$ cat config.mk
export PLATFORM = sky130hd
export DESIGN_NAME = task_ctx_validator
export DESIGN_NICKNAME = d
export VERILOG_FILES = /design/src/rtl/tcv_pkg.sv /design/src/rtl/tcv_seg_rule.sv /design/src/rtl/tcv_rule_bank.sv /design/src/rtl/tcv_walker.sv /design/src/rtl/task_ctx_validator.sv
export SDC_FILE = /design/constraint.sdc
export NUM_CORES = 1
export LEC_CHECK = 0
export BUFFER_PORTS_ARGS = -buffer_cell sky130_fd_sc_hd__buf_4
export CAP_MARGIN = 10
export CORE_AREA = 3 3 130 132
export CTS_CLUSTER_DIAMETER = 30
export DETAILED_ROUTE_END_ITERATION = 8
export DIE_AREA = 0 0 133 135
export GPL_TIMING_DRIVEN = 0
export HOLD_SLACK_MARGIN = 0.05
export PLACE_DENSITY = 0.67
export SLEW_MARGIN = 20
export SYNTH_ARGS = -nofsm -noshare
export SYNTH_HDL_FRONTEND = slang
export SYNTH_SLANG_ARGS = --single-unit
$ cat constraint.sdc
create_clock -name clk -period 3.7 [get_ports clk]
set_clock_uncertainty 0.05 [all_clocks]
set_input_delay 1.11 -clock clk [delete_from_list [all_inputs] [get_ports clk]]
set_output_delay 1.11 -clock clk [all_outputs]
set_load 0.01 [all_outputs]
$ cat src/rtl/tcv_pkg.sv
package tcv_pkg;
  localparam int SEL_W = 16;
  localparam int VEC_W = 8;
  localparam int unsigned FAULT_VECTOR = 10;

  typedef enum logic [1:0] {
    SEG_STACK = 2'd0,
    SEG_CODE  = 2'd1,
    SEG_DATA  = 2'd2
  } seg_kind_e;

  // Error word: index and table indicator kept, bit 1 cleared, bit 0 = external flag.
  function automatic logic [SEL_W-1:0] make_err(input logic [SEL_W-1:0] sel, input logic ext);
    return {sel[SEL_W-1:2], 1'b0, ext};
  endfunction

  // True when the last byte of the referenced descriptor lies past the table limit.
  function automatic logic past_limit(input logic [SEL_W-1:0] sel, input logic [SEL_W-1:0] tlim);
    return {sel[SEL_W-1:3], 3'b111} > tlim;
  endfunction
endpackage

$ cat src/rtl/tcv_seg_rule.sv
module tcv_seg_rule
  import tcv_pkg::*;
#(
  parameter seg_kind_e KIND   = SEG_DATA,
  parameter int        PRIV_W = 2
) (
  input  logic [SEL_W-1:0]  sel,
  input  logic [SEL_W-1:0]  tlim,
  input  logic              is_code,
  input  logic              is_conf,
  input  logic              rw,
  input  logic [PRIV_W-1:0] dpl,
  input  logic [PRIV_W-1:0] new_priv,
  output logic              bad
);
  logic null_sel;
  logic beyond;
  logic priv_mismatch;
  logic stack_bad;
  logic code_bad;
  logic data_bad;

  assign null_sel      = (sel[SEL_W-1:2] == '0);
  assign beyond        = past_limit(sel, tlim);
  assign priv_mismatch = (dpl != new_priv);

  // Stack: must be a writable data segment at exactly the new privilege.
  assign stack_bad = null_sel | beyond | is_code | !rw | priv_mismatch
                   | (sel[PRIV_W-1:0] != new_priv);

  // Code: conforming allows a more privileged descriptor, non-conforming needs equality.
  assign code_bad = null_sel | beyond | !is_code
                  | (is_conf ? (dpl > new_priv) : priv_mismatch);

  // Data: null skipped; code descriptors must carry the read bit.
  assign data_bad = !null_sel & (beyond | (is_code & !rw));

  always_comb begin
    unique case (KIND)
      SEG_STACK: bad = stack_bad;
      SEG_CODE:  bad = code_bad;
      default:   bad = data_bad;
    endcase
  end
endmodule

$ cat src/rtl/tcv_rule_bank.sv
module tcv_rule_bank
  import tcv_pkg::*;
#(
  parameter int NSEG          = 6,
  parameter int PRIV_W        = 2,
  parameter int LIM_W         = 32,
  parameter int MIN_CTX_LIMIT = 103,
  localparam int NSTEP        = NSEG + 2
) (
  input  logic [PRIV_W-1:0]      new_priv,
  input  logic [SEL_W-1:0]       ctx_sel,
  input  logic [LIM_W-1:0]       ctx_limit,
  input  logic [SEL_W-1:0]       ltab_sel,
  input  logic [SEL_W-1:0]       ltab_tlim,
  input  logic                   ltab_is_ltab,
  input  logic                   ltab_present,
  input  logic [NSEG*SEL_W-1:0]  seg_sel,
  input  logic [NSEG*SEL_W-1:0]  seg_tlim,
  input  logic [NSEG-1:0]        seg_code,
  input  logic [NSEG-1:0]        seg_conf,
  input  logic [NSEG-1:0]        seg_rw,
  input  logic [NSEG*PRIV_W-1:0] seg_dpl,
  output logic [NSTEP-1:0]       fail,
  output logic [NSTEP*SEL_W-1:0] sel_flat
);
  logic ltab_null;

  assign ltab_null = (ltab_sel[SEL_W-1:2] == '0);

  assign fail[0] = (ctx_limit < LIM_W'(MIN_CTX_LIMIT));
  assign fail[1] = !ltab_null & (ltab_sel[2] | past_limit(ltab_sel, ltab_tlim)
                               | !ltab_is_ltab | !ltab_present);

  assign sel_flat[0 +: SEL_W]     = ctx_sel;
  assign sel_flat[SEL_W +: SEL_W] = ltab_sel;

  for (genvar i = 0; i < NSEG; i++) begin : g_seg
    localparam seg_kind_e KIND = seg_kind_e'((i == 0) ? SEG_STACK :
                                             (i == 1) ? SEG_CODE : SEG_DATA);
    tcv_seg_rule #(
      .KIND   (KIND),
      .PRIV_W (PRIV_W)
    ) u_rule (
      .sel      (seg_sel[i*SEL_W +: SEL_W]),
      .tlim     (seg_tlim[i*SEL_W +: SEL_W]),
      .is_code  (seg_code[i]),
      .is_conf  (seg_conf[i]),
      .rw       (seg_rw[i]),
      .dpl      (seg_dpl[i*PRIV_W +: PRIV_W]),
      .new_priv (new_priv),
      .bad      (fail[i+2])
    );
    assign sel_flat[(i+2)*SEL_W +: SEL_W] = seg_sel[i*SEL_W +: SEL_W];
  end
endmodule

$ cat src/rtl/tcv_walker.sv
module tcv_walker
  import tcv_pkg::*;
#(
  parameter int  NSTEP = 8,
  localparam int IW    = (NSTEP > 1) ? $clog2(NSTEP) : 1
) (
  input  logic                   clk,
  input  logic                   rst,
  input  logic                   start,
  input  logic                   ext_in,
  input  logic [NSTEP-1:0]       fail,
  input  logic [NSTEP*SEL_W-1:0] sel_flat,
  output logic                   busy,
  output logic                   done,
  output logic                   fault,
  output logic [VEC_W-1:0]       vector,
  output logic [SEL_W-1:0]       err_code
);
  logic [IW-1:0]    step;
  logic             ext_q;
  logic             cur_fail;
  logic             last;
  logic [SEL_W-1:0] cur_sel;

  assign cur_fail = fail[step];
  assign cur_sel  = sel_flat[step*SEL_W +: SEL_W];
  assign last     = (step == IW'(NSTEP-1));

  always_ff @(posedge clk) begin
    if (rst) begin
      busy     <= 1'b0;
      done     <= 1'b0;
      fault    <= 1'b0;
      vector   <= '0;
      err_code <= '0;
      step     <= '0;
      ext_q    <= 1'b0;
    end else begin
      done <= 1'b0;
      if (!busy) begin
        if (start) begin
          busy     <= 1'b1;
          step     <= '0;
          ext_q    <= ext_in;
          fault    <= 1'b0;
          vector   <= '0;
          err_code <= '0;
        end
      end else if (cur_fail || last) begin
        busy  <= 1'b0;
        done  <= 1'b1;
        fault <= cur_fail;
        if (cur_fail) begin
          vector   <= VEC_W'(FAULT_VECTOR);
          err_code <= make_err(cur_sel, ext_q);
        end
      end else begin
        step <= step + 1'b1;
      end
    end
  end
endmodule

$ cat src/rtl/task_ctx_validator.sv
module task_ctx_validator
  import tcv_pkg::*;
#(
  parameter int  NSEG          = 6,
  parameter int  PRIV_W        = 2,
  parameter int  LIM_W         = 32,
  parameter int  MIN_CTX_LIMIT = 103,
  localparam int NSTEP         = NSEG + 2
) (
  input  logic                   clk,
  input  logic                   rst,
  input  logic                   start,
  input  logic                   ext_event,
  input  logic [PRIV_W-1:0]      new_priv,
  input  logic [SEL_W-1:0]       ctx_sel,
  input  logic [LIM_W-1:0]       ctx_limit,
  input  logic [SEL_W-1:0]       ltab_sel,
  input  logic [SEL_W-1:0]       ltab_tlim,
  input  logic                   ltab_is_ltab,
  input  logic                   ltab_present,
  input  logic [NSEG*SEL_W-1:0]  seg_sel,
  input  logic [NSEG*SEL_W-1:0]  seg_tlim,
  input  logic [NSEG-1:0]        seg_code,
  input  logic [NSEG-1:0]        seg_conf,
  input  logic [NSEG-1:0]        seg_rw,
  input  logic [NSEG*PRIV_W-1:0] seg_dpl,
  output logic                   busy,
  output logic                   done,
  output logic                   fault,
  output logic [VEC_W-1:0]       vector,
  output logic [SEL_W-1:0]       err_code
);
  logic [NSTEP-1:0]       fail;
  logic [NSTEP*SEL_W-1:0] sel_flat;

  tcv_rule_bank #(
    .NSEG          (NSEG),
    .PRIV_W        (PRIV_W),
    .LIM_W         (LIM_W),
    .MIN_CTX_LIMIT (MIN_CTX_LIMIT)
  ) u_rules (
    .new_priv     (new_priv),
    .ctx_sel      (ctx_sel),
    .ctx_limit    (ctx_limit),
    .ltab_sel     (ltab_sel),
    .ltab_tlim    (ltab_tlim),
    .ltab_is_ltab (ltab_is_ltab),
    .ltab_present (ltab_present),
    .seg_sel      (seg_sel),
    .seg_tlim     (seg_tlim),
    .seg_code     (seg_code),
    .seg_conf     (seg_conf),
    .seg_rw       (seg_rw),
    .seg_dpl      (seg_dpl),
    .fail         (fail),
    .sel_flat     (sel_flat)
  );

  tcv_walker #(
    .NSTEP (NSTEP)
  ) u_walk (
    .clk      (clk),
    .rst      (rst),
    .start    (start),
    .ext_in   (ext_event),
    .fail     (fail),
    .sel_flat (sel_flat),
    .busy     (busy),
    .done     (done),
    .fault    (fault),
    .vector   (vector),
    .err_code (err_code)
  );
endmodule

# --- After elaboration in Yosys (flattened, before gate mapping) ---
# Index checks and enable logic that the tools add are counted.
totals:
  ff_bits: 31
  out_inout_bits: 27
op_classes:
  muxes: 21
  magnitude_cmp: 10
  addsub: 1
  n_reduce_logical: 27
  n_eq_ne: 7
  shift: 1
  bitwise_logic: 25
op_table:
  columns: ["op", "count"]
  rows:
  - ["variable part select 128 x 8 -> 16 bit", 1]
  - ["> comparator 16 bit", 7]
  - ["logical NOT 14 bit", 7]
  - ["two-way mux 16 bit", 4]
  - ["less-than comparator 32 x 7 -> 1 bit (second input constant)", 1]
  - ["two-way mux 8 bit", 4]
  - ["bitwise OR 1 bit", 15]
  - ["logical NOT 1 bit", 13]
  - ["AND 1 bit", 9]
  - ["two-way mux 1 bit", 9]
  - ["two-way mux 3 bit", 3]
  - ["inequality test 2 bit", 3]
  - ["inequality test 2 bit (second input constant)", 3]
  - ["AND reduction 2 bit", 3]
  - ["less-than comparator 3 x 4 -> 1 bit (second input constant)", 1]
  - ["adder 3 x 1 -> 3 bit (second input constant)", 1]
  - ["binary-select mux 1 bit (select 3 bit)", 1]
  - ["== test 3 bit (second input constant)", 1]
  - ["AND reduction 3 bit", 1]
  - ["> comparator 2 bit", 1]
  - ["nonzero test 2 bit", 1]
  - ["OR reduction 2 bit", 1]
  - ["logical OR 1 bit", 1]
  - ["inverter 1 bit", 1]

# --- Longest topological paths before layout ---
# Gate-level depths: netlist of run 1.
depth:
  ltp_word: 11
  depth_mapped: 11
  mapped_depth_nobuf: 10

# --- Hierarchy ---
# From an unflattened synthesis of run 1, not the netlist that was laid out.
unflattened:
  hier_cells: 668
  area_unflattened_um2: 5637.9
modules_own_cells:
  columns: ["mod", "cells_per_inst", "instances", "seq_area_each_um2", "area_each_um2"]
  rows:
  - ["tcv_walker", 142, 1, 460.4, 1828.0]
  - ["tcv_seg_rule at u_rules.g_seg[2].u_rule ...", 54, 4, 0.0, 386.6]
  - ["tcv_rule_bank", 192, 1, 0.0, 1423.9]
  - ["tcv_seg_rule at u_rules.g_seg[1].u_rule", 60, 1, 0.0, 434.2]
  - ["tcv_seg_rule at u_rules.g_seg[0].u_rule", 58, 1, 0.0, 405.4]

# --- Worst setup path after synthesis of run 1 ---
# No wires, ideal clock.
synth_timing:
  path_kind: "input port to flip-flop"
  from: "input seg_tlim[41]"
  to: "register u_walk.err_code[14]"
  setup_ns: 0.115
  required_ns: 3.535
  stages: 11
  setup_slack_ns: 0.357
  arrival_ns: 3.178
  path_buffers: 1
  cell_sequence: "inv_1 -> ha_1 -> a21o_1 -> a221o_1 -> a2111oi_0 -> o21ai_1 -> a32oi_2 -> o32ai_4 -> buf_6 -> and3_1 -> a31o_1"
synth_via:
  elab_chain_len: 8
  word_cells_on_any_way: 9
  cone_classes: "order compare (1); eq/ne (2); mux (2); bitwise (2); reduce/logical (2)"
synth_rtl:
  columns: ["item", "line", "rtl"]
  rows:
  - ["start, declared", "task_ctx_validator.sv:22", "input logic [NSEG*SEL_W-1:0] seg_tlim,"]
  - ["> comparator 16 bit *", "tcv_pkg.sv:19", "return {sel[SEL_W-1:3], 3'b111} > tlim;"]
  - ["bitwise OR 1 bit *", "tcv_seg_rule.sv:36", "assign data_bad = !null_sel & (beyond | (is_code & !rw));"]
  - ["AND 1 bit *", "tcv_seg_rule.sv:36", null]
  - ["binary-select mux 1 bit (select 3 bit) *", "tcv_walker.sv:25", "assign cur_fail = fail[step];"]
  - ["two-way mux 1 bit (not written as such) *", "tcv_walker.sv:25", null]
  - ["logical OR 1 bit", "tcv_walker.sv:49", "end else if (cur_fail || last) begin"]
  - ["inequality test 2 bit (no line)", null, null]
  - ["AND reduction 3 bit (no line) *", null, null]
  - ["end signal, assigned", "tcv_walker.sv:55", "err_code <= make_err(cur_sel, ext_q);"]
  - ["end, declared", "tcv_walker.sv:17", "output logic [SEL_W-1:0] err_code"]
# Mark *: on every way between the ends. The rest lies on a longest branch, timed or not. The select of a mux whose other input is x is not followed.
# A chain may end at the register's enable or synchronous reset.

# --- Worst setup path in the final report of run 1 ---
layout_timing:
  from: "input seg_sel[41]"
  to: "register u_walk.err_code[6]"
layout_via:
  elab_chain_len: 8
  word_cells_on_any_way: 11
  cone_classes: "order compare (1); eq/ne (2); mux (2); bitwise (2); reduce/logical (4)"
layout_rtl:
  columns: ["item", "line", "rtl"]
  rows:
  - ["start, declared", "task_ctx_validator.sv:21", "input logic [NSEG*SEL_W-1:0] seg_sel,"]
  - ["> comparator 16 bit / logical NOT 14 bit (equally long branches)", "tcv_pkg.sv:19, tcv_seg_rule.sv:23", null]
  - ["bitwise OR 1 bit / logical NOT 1 bit (equally long branches)", "tcv_seg_rule.sv:36", null]
  - ["AND 1 bit *", "tcv_seg_rule.sv:36", null]
  - ["binary-select mux 1 bit (select 3 bit) *", "tcv_walker.sv:25", null]
  - ["two-way mux 1 bit (not written as such) *", "tcv_walker.sv:25", null]
  - ["logical OR 1 bit", "tcv_walker.sv:49", null]
  - ["inequality test 2 bit (no line)", null, null]
  - ["AND reduction 3 bit (no line) *", null, null]
# Marked as above.

==> metrics.md, run 1 <==
| Metric | Value |
|---|---|
| Status | `finished, final reports clean` |
| Num CTS Buffers | `3` |
| Slowest cell on crit path | `a221o_1` |
| Inst Count DP | `1092` |
| Synth Area in Compound Gates | `15.0%` |
| DP Area | `0.00723 mm^2` |
| Post-layout nets | `1287` |
| Max clock buf depth | `2` |
| DRC viols | `0` |
| Area delta synth->final | `57.2%` |
| Design Area, Final | `around 0.0073 mm^2` |
| Fin. Hold Viols | `0` |
| Setup Buffers After CTS | `0` |
| Post-DP HPWL | `about 19000 um` |
| Leak | `around 3.8 nW` |
| DIE AREA | `0.0180 mm^2` |
| Top area cells in the synthesized netlist | `ha_1 25%, mux4_2 13%, dfxtp_1 9.9%` |
| Pre-CTS WS | `-212 ps` |
| Final Slew Violations | `0` |
| Unrepaired setup endpoints after global routing | `no` |
| Placer Congestion | `0.899` |
| CTS tree | `built` |
| Worst-case reg-to-reg path depth | `8` |
| CTS root buffer | `clkbuf_16` |
| Die Y | `between 100 and 150 um` |
| Global Route Usage Sum | `between 20% and 30%` |
| Share of cells above drive strength 1 | `40.2%` |
| Hold-critical path depth | `2` |
| Hold Path End | `u_walk.err_code[0]$_SDFFE_PP0P_` |
| Non-Filler Instances | `around 1100` |
| Min setup slack post-route | `175 ps` |
| Via count | `5489` |
| Hold Startpoint | `u_walk.err_code[0]$_SDFFE_PP0P_` |
| Yosys warns | `0` |
| Crit Reg-Reg Startpoint | `u_walk.step[1]$_SDFFE_PP0P_` |
| Vias in the first global route | `5655` |
| Power density cells | `around 170 mW/mm^2` |
| Post-synth ARST share | `0%` |
| Synth cell types | `55` |
| Setup crit start | `seg_sel[41]` |
| Syn_area_per_cell | `8.22 um^2` |
| R2r setup slk | `720 ps` |
| Row count | `46` |
| Prevailing post-synth register cell | `dfxtp_1` |
| Post-synthesis simple-gate area fraction | `20.6%` |
| Critical Path AT | `3620 ps` |
| Relative slew slack | `49.4%` |
| Critical Path End Type | `flip-flop` |
| Crit path launch type | `primary input` |
| Worst-margin pin slew | `between 700 and 800 ps` |
| Grt ovf | `0` |
| Post_cts resized | `0` |
| Htree depth | `1` |
| Initial antenna violation count | `0` |
| Post-synth EDFFs | `0` |
| Largest stage delay on the critical path | `360 ps` |
| Largest family of logic cells by synthesized area | `adder cells` |
| Worst R2R End | `u_walk.err_code[5]$_SDFFE_PP0P_` |
| Kind of critical path | `primary input to flip-flop` |
| Number of diodes | `0` |
| Mux share of post-synthesis cell area | `a little under a fifth` |
| Worst Hold Slack | `413 ps` |
| Fillers | `1634` |
| HP Class | `flip-flop to flip-flop` |
| Post-synth top area share | `25.4%` |
| Hold buffers post-CTS | `0` |
| Clock transition at path regs | `roughly 60 ps` |
| #FFs+latches synth | `23` |
| Post-Synth Adder-Cell Area | `25.4%` |
| DRT iter0 DRCs | `290` |
| Biggest area consumer among synthesized cells | `ha_1` |
| DRT antenna net count | `0` |
| Final setup vio count | `0` |
| Top Ports | `337` |
| Routed wire length | `~20000 um` |
| Fmax | `284 MHz` |
| Port bufs | `roughly 300` |
| # Max-Cap Violations | `0` |
| Sequential area share after synthesis | `9.85%` |
| Req. time, crit path | `3790 ps` |
| CORE AREA | `0.0158 mm^2` |
| First-pass GRT wire length | `30900 um` |
| Die Wd | `133 um` |
| Xor/xnor share of the synthesized area | `0%` |
| Vias per cell | `5.00` |
| Crit Path Max Fanout | `8` |
| Tcrit/Tclk final | `95.3%` |
| Clk sinks | `23` |
| Wire length per cell | `18.8 um` |
| VDD IR max | `0.000152 V` |
| Worst-skew pair later-pin latency | `between 200 and 300 ps` |
| Total power | `0.00123 W` |
| Initial Util | `about 30%` |
| Cells along the critical path | `buf_4, ha_1, a21o_1, a221o_1, a2111oi_4, o21ai_1, a32oi_4, o32ai_4, buf_6, and3_1, a31o_1` |
| Fin crit period | `3530 ps` |
| Mapped cell area | `around 0.0047 mm^2` |
| Initial DRT Pass Iterations | `4` |
| Largest net degree at the start of global routing | `13` |
| Syn Inst Count | `roughly 570` |
[stage by stage]
stage	TNS, ps	util [%]
detailed placement	-3330	45.7
global placement	-3430	45.7
global route	0	46.4
finish	0	46.4
CTS	0	46.2
floorplan	0	-
[registers in the layout (all words and copies together) (netlist names)]
register	flops
u_walk.step	3
u_walk.ext_q	1
u_walk.done	1
u_walk.err_code	15
u_walk.vector	1
u_walk.busy	1
u_walk.fault	1
[final cells by class]
cell class	count	area [um^2]	area share, %
inverter	100	375	5.11
sequential	23	460	6.27
buffer	24	139	1.89
tap	216	270	3.68
clock buffer	4	78.8	1.07
multi-input combinational	428	3750	51.1
timing repair buffer	302	2270	30.9
[per-layer routing]
metal	GRT usage (%)	share of wire, %
met5	0	0
met4	4.39	1.7
met3	3.73	7.0
met2	38.1	48
met1	28.8	43
[synthesized netlist by cell type, types with 2 or more instances]
master and number:
a2111oi_0 3, a211oi_1 11, a21boi_0 3, a21o_1 8
a21oi_1 32, a31o_1 12, and3_1 14, buf_1 3
buf_2 3, buf_4 8, buf_6 2, clkbuf_1 8
dfxtp_1 23, ha_1 95, inv_1 100, mux2_2 2
mux2i_1 19, mux4_2 28, nand2_1 26, nand2b_1 6
nand3_1 18, nand3b_1 3, nand4_1 23, nor2_1 35
nor2b_1 5, nor3_1 10, nor4_1 28, o211ai_1 4
o21ai_0 4, o21ai_1 4, o31ai_1 3, or4_1 3
[report_power, final]
group	internal (W)	leakage [nW]	switching [W]
combinational	0.000412	3.57	0.000336
clock	0.000147	0.0382	0.0000781
sequential	0.000255	0.186	0.00000638
[worst max-delay path, delay by kind of cell]
kind / cells / cell delay, ps
compound gates: 7 / 1730
fa+ha+maj: 1 / 310
buf+inv: 2 / 310
simple gates: 1 / 170
[worst max-delay path by stage]
| stage | endpoint | slack, ps | cells after the start |
|---|---|---|---|
| after CTS | u_walk.err_code[14]$_SDFFE_PP0P_ | 50 | 11 |
| final | u_walk.err_code[6]$_SDFFE_PP0P_ | 170 | 11 |
| after global placement | u_walk.err_code[2]$_SDFFE_PP0P_ | -220 | 11 |
| after floorplan | u_walk.err_code[14]$_SDFFE_PP0P_ | 360 | 11 |
| after detailed placement | u_walk.err_code[2]$_SDFFE_PP0P_ | -210 | 11 |
| after global routing | u_walk.step[2]$_SDFFE_PP0P_ | 40 | 10 |
[kinds of logic (layout without fill, tap and decap cells)]
logic type	count (synthesis)	after routing
AOI/OAI and AO/OA	98	98
adders and majority gates	95	95
buffers and inverters	124	430
DFF	23	23
muxes	49	49
other	1	7
and+or+nand+nor	179	179
[cells in the final DEF (no fill, tap or decap), types with 4 or more instances in the layout]
master,synthesis,final
a21oi_1,32,32
mux2i_1,19,19
mux4_2,28,28
a211oi_1,11,11
inv_1,100,100
nor2_1,35,35
buf_4,8,309
o211ai_1,4,4
conb_1,1,7
nor2b_1,5,5
nor3_1,10,10
o21ai_0,4,4
nand3_1,18,18
nand2_1,26,26
nand2b_1,6,6
nor4_1,28,28
dfxtp_1,23,23
and3_1,14,14
clkbuf_1,8,9
a21o_1,8,8
ha_1,95,95
a31o_1,12,12
o21ai_1,4,4
nand4_1,23,23
No activity file was read; power rests on OpenSTA's default activity.
==> run 2: changes to the inputs <==
RECOVER_POWER = 50   (was default)
==> metrics.md, run 2 (same netlist as run 1, synthesis figures left out) <==
| Metric | Value |
|---|---|
| Status | `finished, final reports clean` |
| Post-DP HPWL | `roughly 19000 um` |
| Grt ovf | `0` |
| Worst-margin pin slew | `approximately 750 ps` |
| Final setup vio count | `0` |
| Regs by FF count | `u_walk.err_code: 15 flops, u_walk.step: 3 flops` |
| Initial antenna violation count | `0` |
| Sequential cell fraction of total power | `21.3%` |
| Power density cells | `169 mW/mm^2` |
| Area delta synth->final | `55.6%` |
| Min setup slack post-route | `181 ps` |
| Non-Filler Instances | `between 1000 and 1500` |
| CTS tree | `built` |
| Top Ports | `337` |
| Fmax | `between 200 and 300 MHz` |
| Combinational power share | `60.4%` |
| HP Class | `flip-flop to flip-flop` |
| R2r setup slk | `between 600 and 700 ps` |
| GRT Max-Usage Layer | `met2` |
| Largest net degree at the start of global routing | `13` |
| Vias per cell | `5.02` |
| Die Y | `135 um` |
| Post-layout nets | `1287` |
| Worst-skew pair later-pin latency | `250 ps` |
| # Max-Cap Violations | `0` |
| Tcrit/Tclk final | `95.1%` |
| Worst-case reg-to-reg path depth | `8` |
| Hold Path End | `u_walk.err_code[0]$_SDFFE_PP0P_` |
| CTS root buffer | `clkbuf_16` |
| Max FFs per register | `15` |
| Crit Path Max Fanout | `8` |
| Initial DRT Pass Iterations | `4` |
| Met2 Use GR | `38.1%` |
| Switch Pwr | `0.000421 W` |
| Worst R2R End | `u_walk.err_code[5]$_SDFFE_PP0P_` |
| Vias in the first global route | `5655` |
| Number of diodes | `0` |
| Fin. Hold Viols | `0` |
| Hold-critical path depth | `2` |
| Relative slew slack | `between 40% and 50%` |
| Clk sinks | `23` |
| CORE AREA | `0.0158 mm^2` |
| Clock transition at path regs | `roughly 60 ps` |
| Num CTS Buffers | `3` |
| Hold Startpoint | `u_walk.err_code[0]$_SDFFE_PP0P_` |
| Clk network pwr share | `18.3%` |
| Fin crit period | `3520 ps` |
| Setup TNS | `0 ps` |
| Internal Pwr Total | `0.000810 W` |
| Routed wire length | `20600 um` |
| Wire length per cell | `18.8 um` |
| Row count | `46` |
| Fillers | `roughly 1600` |
| DIE AREA | `0.0180 mm^2` |
| Final Slew Violations | `0` |
| Req. time, crit path | `~3800 ps` |
| Global Route Usage Sum | `21.9%` |
| Via count | `5505` |
| DRT antenna net count | `0` |
| Total power | `between 0.001 and 0.0015 W` |
| Die Wd | `133 um` |
| Critical Path AT | `3610 ps` |
| First-pass GRT wire length | `slightly above 30000 um` |
| Worst Hold Slack | `412 ps` |
| VDD IR max | `0.000154 V` |
| Crit path launch type | `primary input` |
| DRT iter0 DRCs | `about 290` |
| Global Route met1 Usage | `28.8%` |
| Biggest register | `u_walk.err_code` |
| Kind of critical path | `primary input to flip-flop` |
| Inst Count DP | `1092` |
| Max clock buf depth | `2` |
| Pre-CTS WS | `-212 ps` |
| Htree depth | `1` |
| DRC viols | `0` |
| Crit Reg-Reg Startpoint | `u_walk.step[1]$_SDFFE_PP0P_` |
| Port bufs | `301` |
| Share of cells above drive strength 1 | `38.0%` |
| Most common cell after layout, fill and taps aside | `buf_4` |
| Critical Path End Type | `flip-flop` |
| Switch share | `34.2%` |
| Placer Congestion | `0.899` |
| Most frequent cells in the layout | `288 x buf_4, 100 x inv_1, 95 x ha_1` |
| Met3 track utilization from global routing | `3.73%` |
| Unrepaired setup endpoints after global routing | `no` |
| Leak | `3.72 nW` |
| Setup crit start | `seg_sel[41]` |
| Initial Util | `approximately 30%` |
==> run 2: cell count changes in the layout (fill, tap and decap cells not counted) <==
cell | before | now
clkbuf_4 | 0 | 2
clkbuf_1 | 9 | 28
buf_4 | 309 | 288
==> run 2: stage by stage <==
step / util, % / cell area, um^2
after floorplan: - / 4700
after global placement: 45.7 / 7230
after detailed placement: 45.7 / 7230
after CTS: 46.2 / 7310
after global routing: 46.0 / 7280
final: 46.0 / 7280
==> run 2: metal layers <==
metal / share of wire [%] / routed length [um] / vias up
met3: 6.8 / 1400 / 20
met5: 0 / 0 / -
met4: 1.7 / 341 / 0
met1: 43 / 8940 / 2540
li1: - / - / 2731
met2: 48 / 9960 / 214
==> run 2: repair_timing <==
item                       4_1_cts  5_1_grt
setup endpoints to repair        0       20
hold buffers                     0        0
setup buffers                    0        0
resized for setup                0        5
==> run 2: final cells by class <==
| cell class | count | area (um^2) | area share (%) |
|---|---|---|---|
| flip-flops and latches | 23 | 460 | 6.33 |
| clock buffers | 4 | 78.8 | 1.08 |
| well taps | 216 | 270 | 3.71 |
| repair buffers | 302 | 2200 | 30.2 |
| multi-input cells | 428 | 3750 | 51.6 |
| plain buffers | 24 | 139 | 1.91 |
| inverters | 100 | 375 | 5.16 |
==> run 2: how the worst max path moves through the flow <==
| stage | end | depth (start not counted) |
|---|---|---|
| after floorplan | u_walk.err_code[14]$_SDFFE_PP0P_ | 11 |
| after global placement | u_walk.err_code[2]$_SDFFE_PP0P_ | 11 |
| after detailed placement | u_walk.err_code[2]$_SDFFE_PP0P_ | 11 |
| after CTS | u_walk.err_code[14]$_SDFFE_PP0P_ | 11 |
| after global routing | u_walk.step[2]$_SDFFE_PP0P_ | 10 |
| final | u_walk.err_code[6]$_SDFFE_PP0P_ | 11 |
==> run 2: worst max-delay path: stages <==
cell,delay [ps]
buf_4,130
ha_1,310
a21o_1,160
a221o_1,360
a2111oi_4,290
o21ai_1,160
a32oi_4,340
o32ai_4,220
buf_6,180
and3_1,170
a31o_1,180
==> run 2: power by group through the flow <==
stage	combinational [W]	clock, W	sequential [W]
3_5_place_dp	0.000734	0	0.000267
5_1_grt	0.000823	0.000239	0.000263
4_1_cts	0.000737	0.000229	0.000262
6_report	0.000744	0.000225	0.000262
3_3_place_gp	0.000724	0	0.000267
2_1_floorplan	0.000344	0	0.000268
==> run 3: changes to the inputs <==
CTS_CLUSTER_SIZE = 14   (was default)
PLACE_DENSITY = default   (was 0.67)
PLACE_DENSITY_LB_ADDON = 0.25   (was default)
==> metrics.md, run 3 (same netlist as run 1, synthesis figures left out) <==
| Metric | Value |
|---|---|
| Largest stage delay on the critical path | `360 ps` |
| Worst-skew pair later-pin latency | `250 ps` |
| Status | `finished, final reports clean` |
| Row count | `46` |
| Power density cells | `between 150 and 200 mW/mm^2` |
| Biggest register | `u_walk.err_code` |
| Num CTS Buffers | `3` |
| Post-DP HPWL | `about 18000 um` |
| Top Ports | `337` |
| Most common cell after layout, fill and taps aside | `buf_4` |
| Req. time, crit path | `roughly 3800 ps` |
| Grt ovf | `0` |
| Register Area | `460 um^2` |
| Clock transition at path regs | `60 ps` |
| Buf/Inv on CP | `2` |
| Initial antenna violation count | `1` |
| DIE AREA | `about 0.018 mm^2` |
| Initial Util | `between 20% and 30%` |
| DRT antenna net count | `0` |
| Die Y | `135 um` |
| Post-layout nets | `1286` |
| Fin crit period | `3560 ps` |
| VDD IR max | `0.000130 V` |
| Max FFs per register | `15` |
| DRT iter0 DRCs | `279` |
| Cells along the critical path | `buf_4, ha_1, a21o_1, a221o_1, a2111oi_2, o21ai_1, a32oi_2, o32ai_4, buf_6, and3_1, a31o_1` |
| Critical Path AT | `3650 ps` |
| Vias in the first global route | `5580` |
| Clk sinks | `23` |
| Largest net degree at the start of global routing | `13` |
| CTS tree | `built` |
| Final Core Density | `45.8%` |
| Vias per cell | `5.01` |
| Htree depth | `1` |
| DRC viols | `0` |
| # Max-Cap Violations | `0` |
| Pre-CTS WS | `-110 ps` |
| Port bufs | `between 300 and 400` |
| Worst-margin pin slew | `roughly 810 ps` |
| CTS root buffer | `clkbuf_16` |
| HP Class | `flip-flop to flip-flop` |
| Fillers | `between 1500 and 2000` |
| Most frequent cells in the layout | `288 x buf_4, 100 x inv_1, 95 x ha_1` |
| Relative slew slack | `46.3%` |
| Number of diodes | `0` |
| Wire length per cell | `18.3 um` |
| Slowest cell on crit path | `a2111oi_2` |
| Die Wd | `133 um` |
| Min setup slack post-route | `141 ps` |
| Kind of critical path | `primary input to flip-flop` |
| CORE AREA | `0.0158 mm^2` |
| Fmax | `281 MHz` |
| Met2 Use GR | `37.6%` |
| Crit-path leading delay family | `compound AO/OA/AOI/OAI gates` |
| GRT Max-Usage Layer | `met2` |
| First-pass GRT wire length | `30200 um` |
| Area delta synth->final | `55.0%` |
| Leak | `3.72 nW` |
| Max clock buf depth | `2` |
| Fin. Hold Viols | `0` |
| Final Slew Violations | `0` |
| Crit path launch type | `primary input` |
| Global Route met1 Usage | `27.7%` |
| Unrepaired setup endpoints after global routing | `no` |
| Regs by FF count | `u_walk.err_code: 15 flops, u_walk.step: 3 flops` |
| Via count | `~5500` |
| Tcrit/Tclk final | `96.2%` |
| Final setup vio count | `0` |
| Placer Congestion | `0.903` |
| Critical Path End Type | `flip-flop` |
| Global Route Usage Sum | `approximately a fifth` |
| Multi-input gate area | `0.00373 mm^2` |
| Routed wire length | `20000 um` |
| Share of cells above drive strength 1 | `38.0%` |
| Met3 track utilization from global routing | `approximately 3.7%` |
| Crit Path Max Fanout | `10` |
| Initial DRT Pass Iterations | `4` |
run 3: cell types whose count changed in the layout (fill, tap and decap cells not counted), sizes merged:
cell,delta
buf,-1
run 3: worst paths after layout:
check	slack (ps)	to	start	cells after the start
max	140	u_walk.err_code[4]$_SDFFE_PP0P_	seg_sel[41]	11
min	410	u_walk.err_code[0]$_SDFFE_PP0P_	u_walk.err_code[0]$_SDFFE_PP0P_	2
max reg2reg	660	u_walk.err_code[7]$_SDFFE_PP0P_	u_walk.step[0]$_SDFFE_PP0P_	7
min reg2reg	410	u_walk.err_code[0]$_SDFFE_PP0P_	u_walk.err_code[0]$_SDFFE_PP0P_	2
run 3: layout make-up:
class	instances	area share [%]
tap	216	3.73
clock buffer	4	1.09
buffer	24	1.92
sequential	23	6.35
inverter	100	5.18
timing repair buffer	301	30.2
multi-input combinational	428	51.5
run 3: what timing repair did:
action                     CTS  global route
hold buffers                 0             0
setup buffers                0             0
hold endpoints to repair     0             0
setup endpoints to repair    0             1
gates resized for setup      0             3
run 3: per-layer routing:
layer,share of wire (%),wire length (um)
met4,1.5,292
met2,50,9950
met1,42,8460
met5,0.065,13
met3,6.6,1330
run 3: where the power goes:
group	total (W)	switching, W	internal [W]
sequential	0.000263	0.00000725	0.000255
clock	0.000228	0.0000813	0.000147
combinational	0.000727	0.000326	0.000401
run 3: metrics by stage:
stage | std cells | hold slack [ps] | cell area [um^2] | setup TNS (ps) | total power, W
finish | 1096 | 412 | 7250 | 0 | 0.00122
global route | 1096 | 450 | 7250 | 0 | 0.00131
CTS | 1096 | 420 | 7310 | 0 | 0.00122
detailed placement | 1092 | 410 | 7230 | -1380 | 0.000995
global placement | 1092 | 398 | 7230 | -2110 | 0.000987
floorplan | 575 | 398 | 4700 | 0 | 0.000612
run 3: worst min-delay path, delay by kind of cell, from the launching register on:
family | cells | cell delay (ps)
flops | 1 | 310
mux | 1 | 60
simple gates | 1 | 50
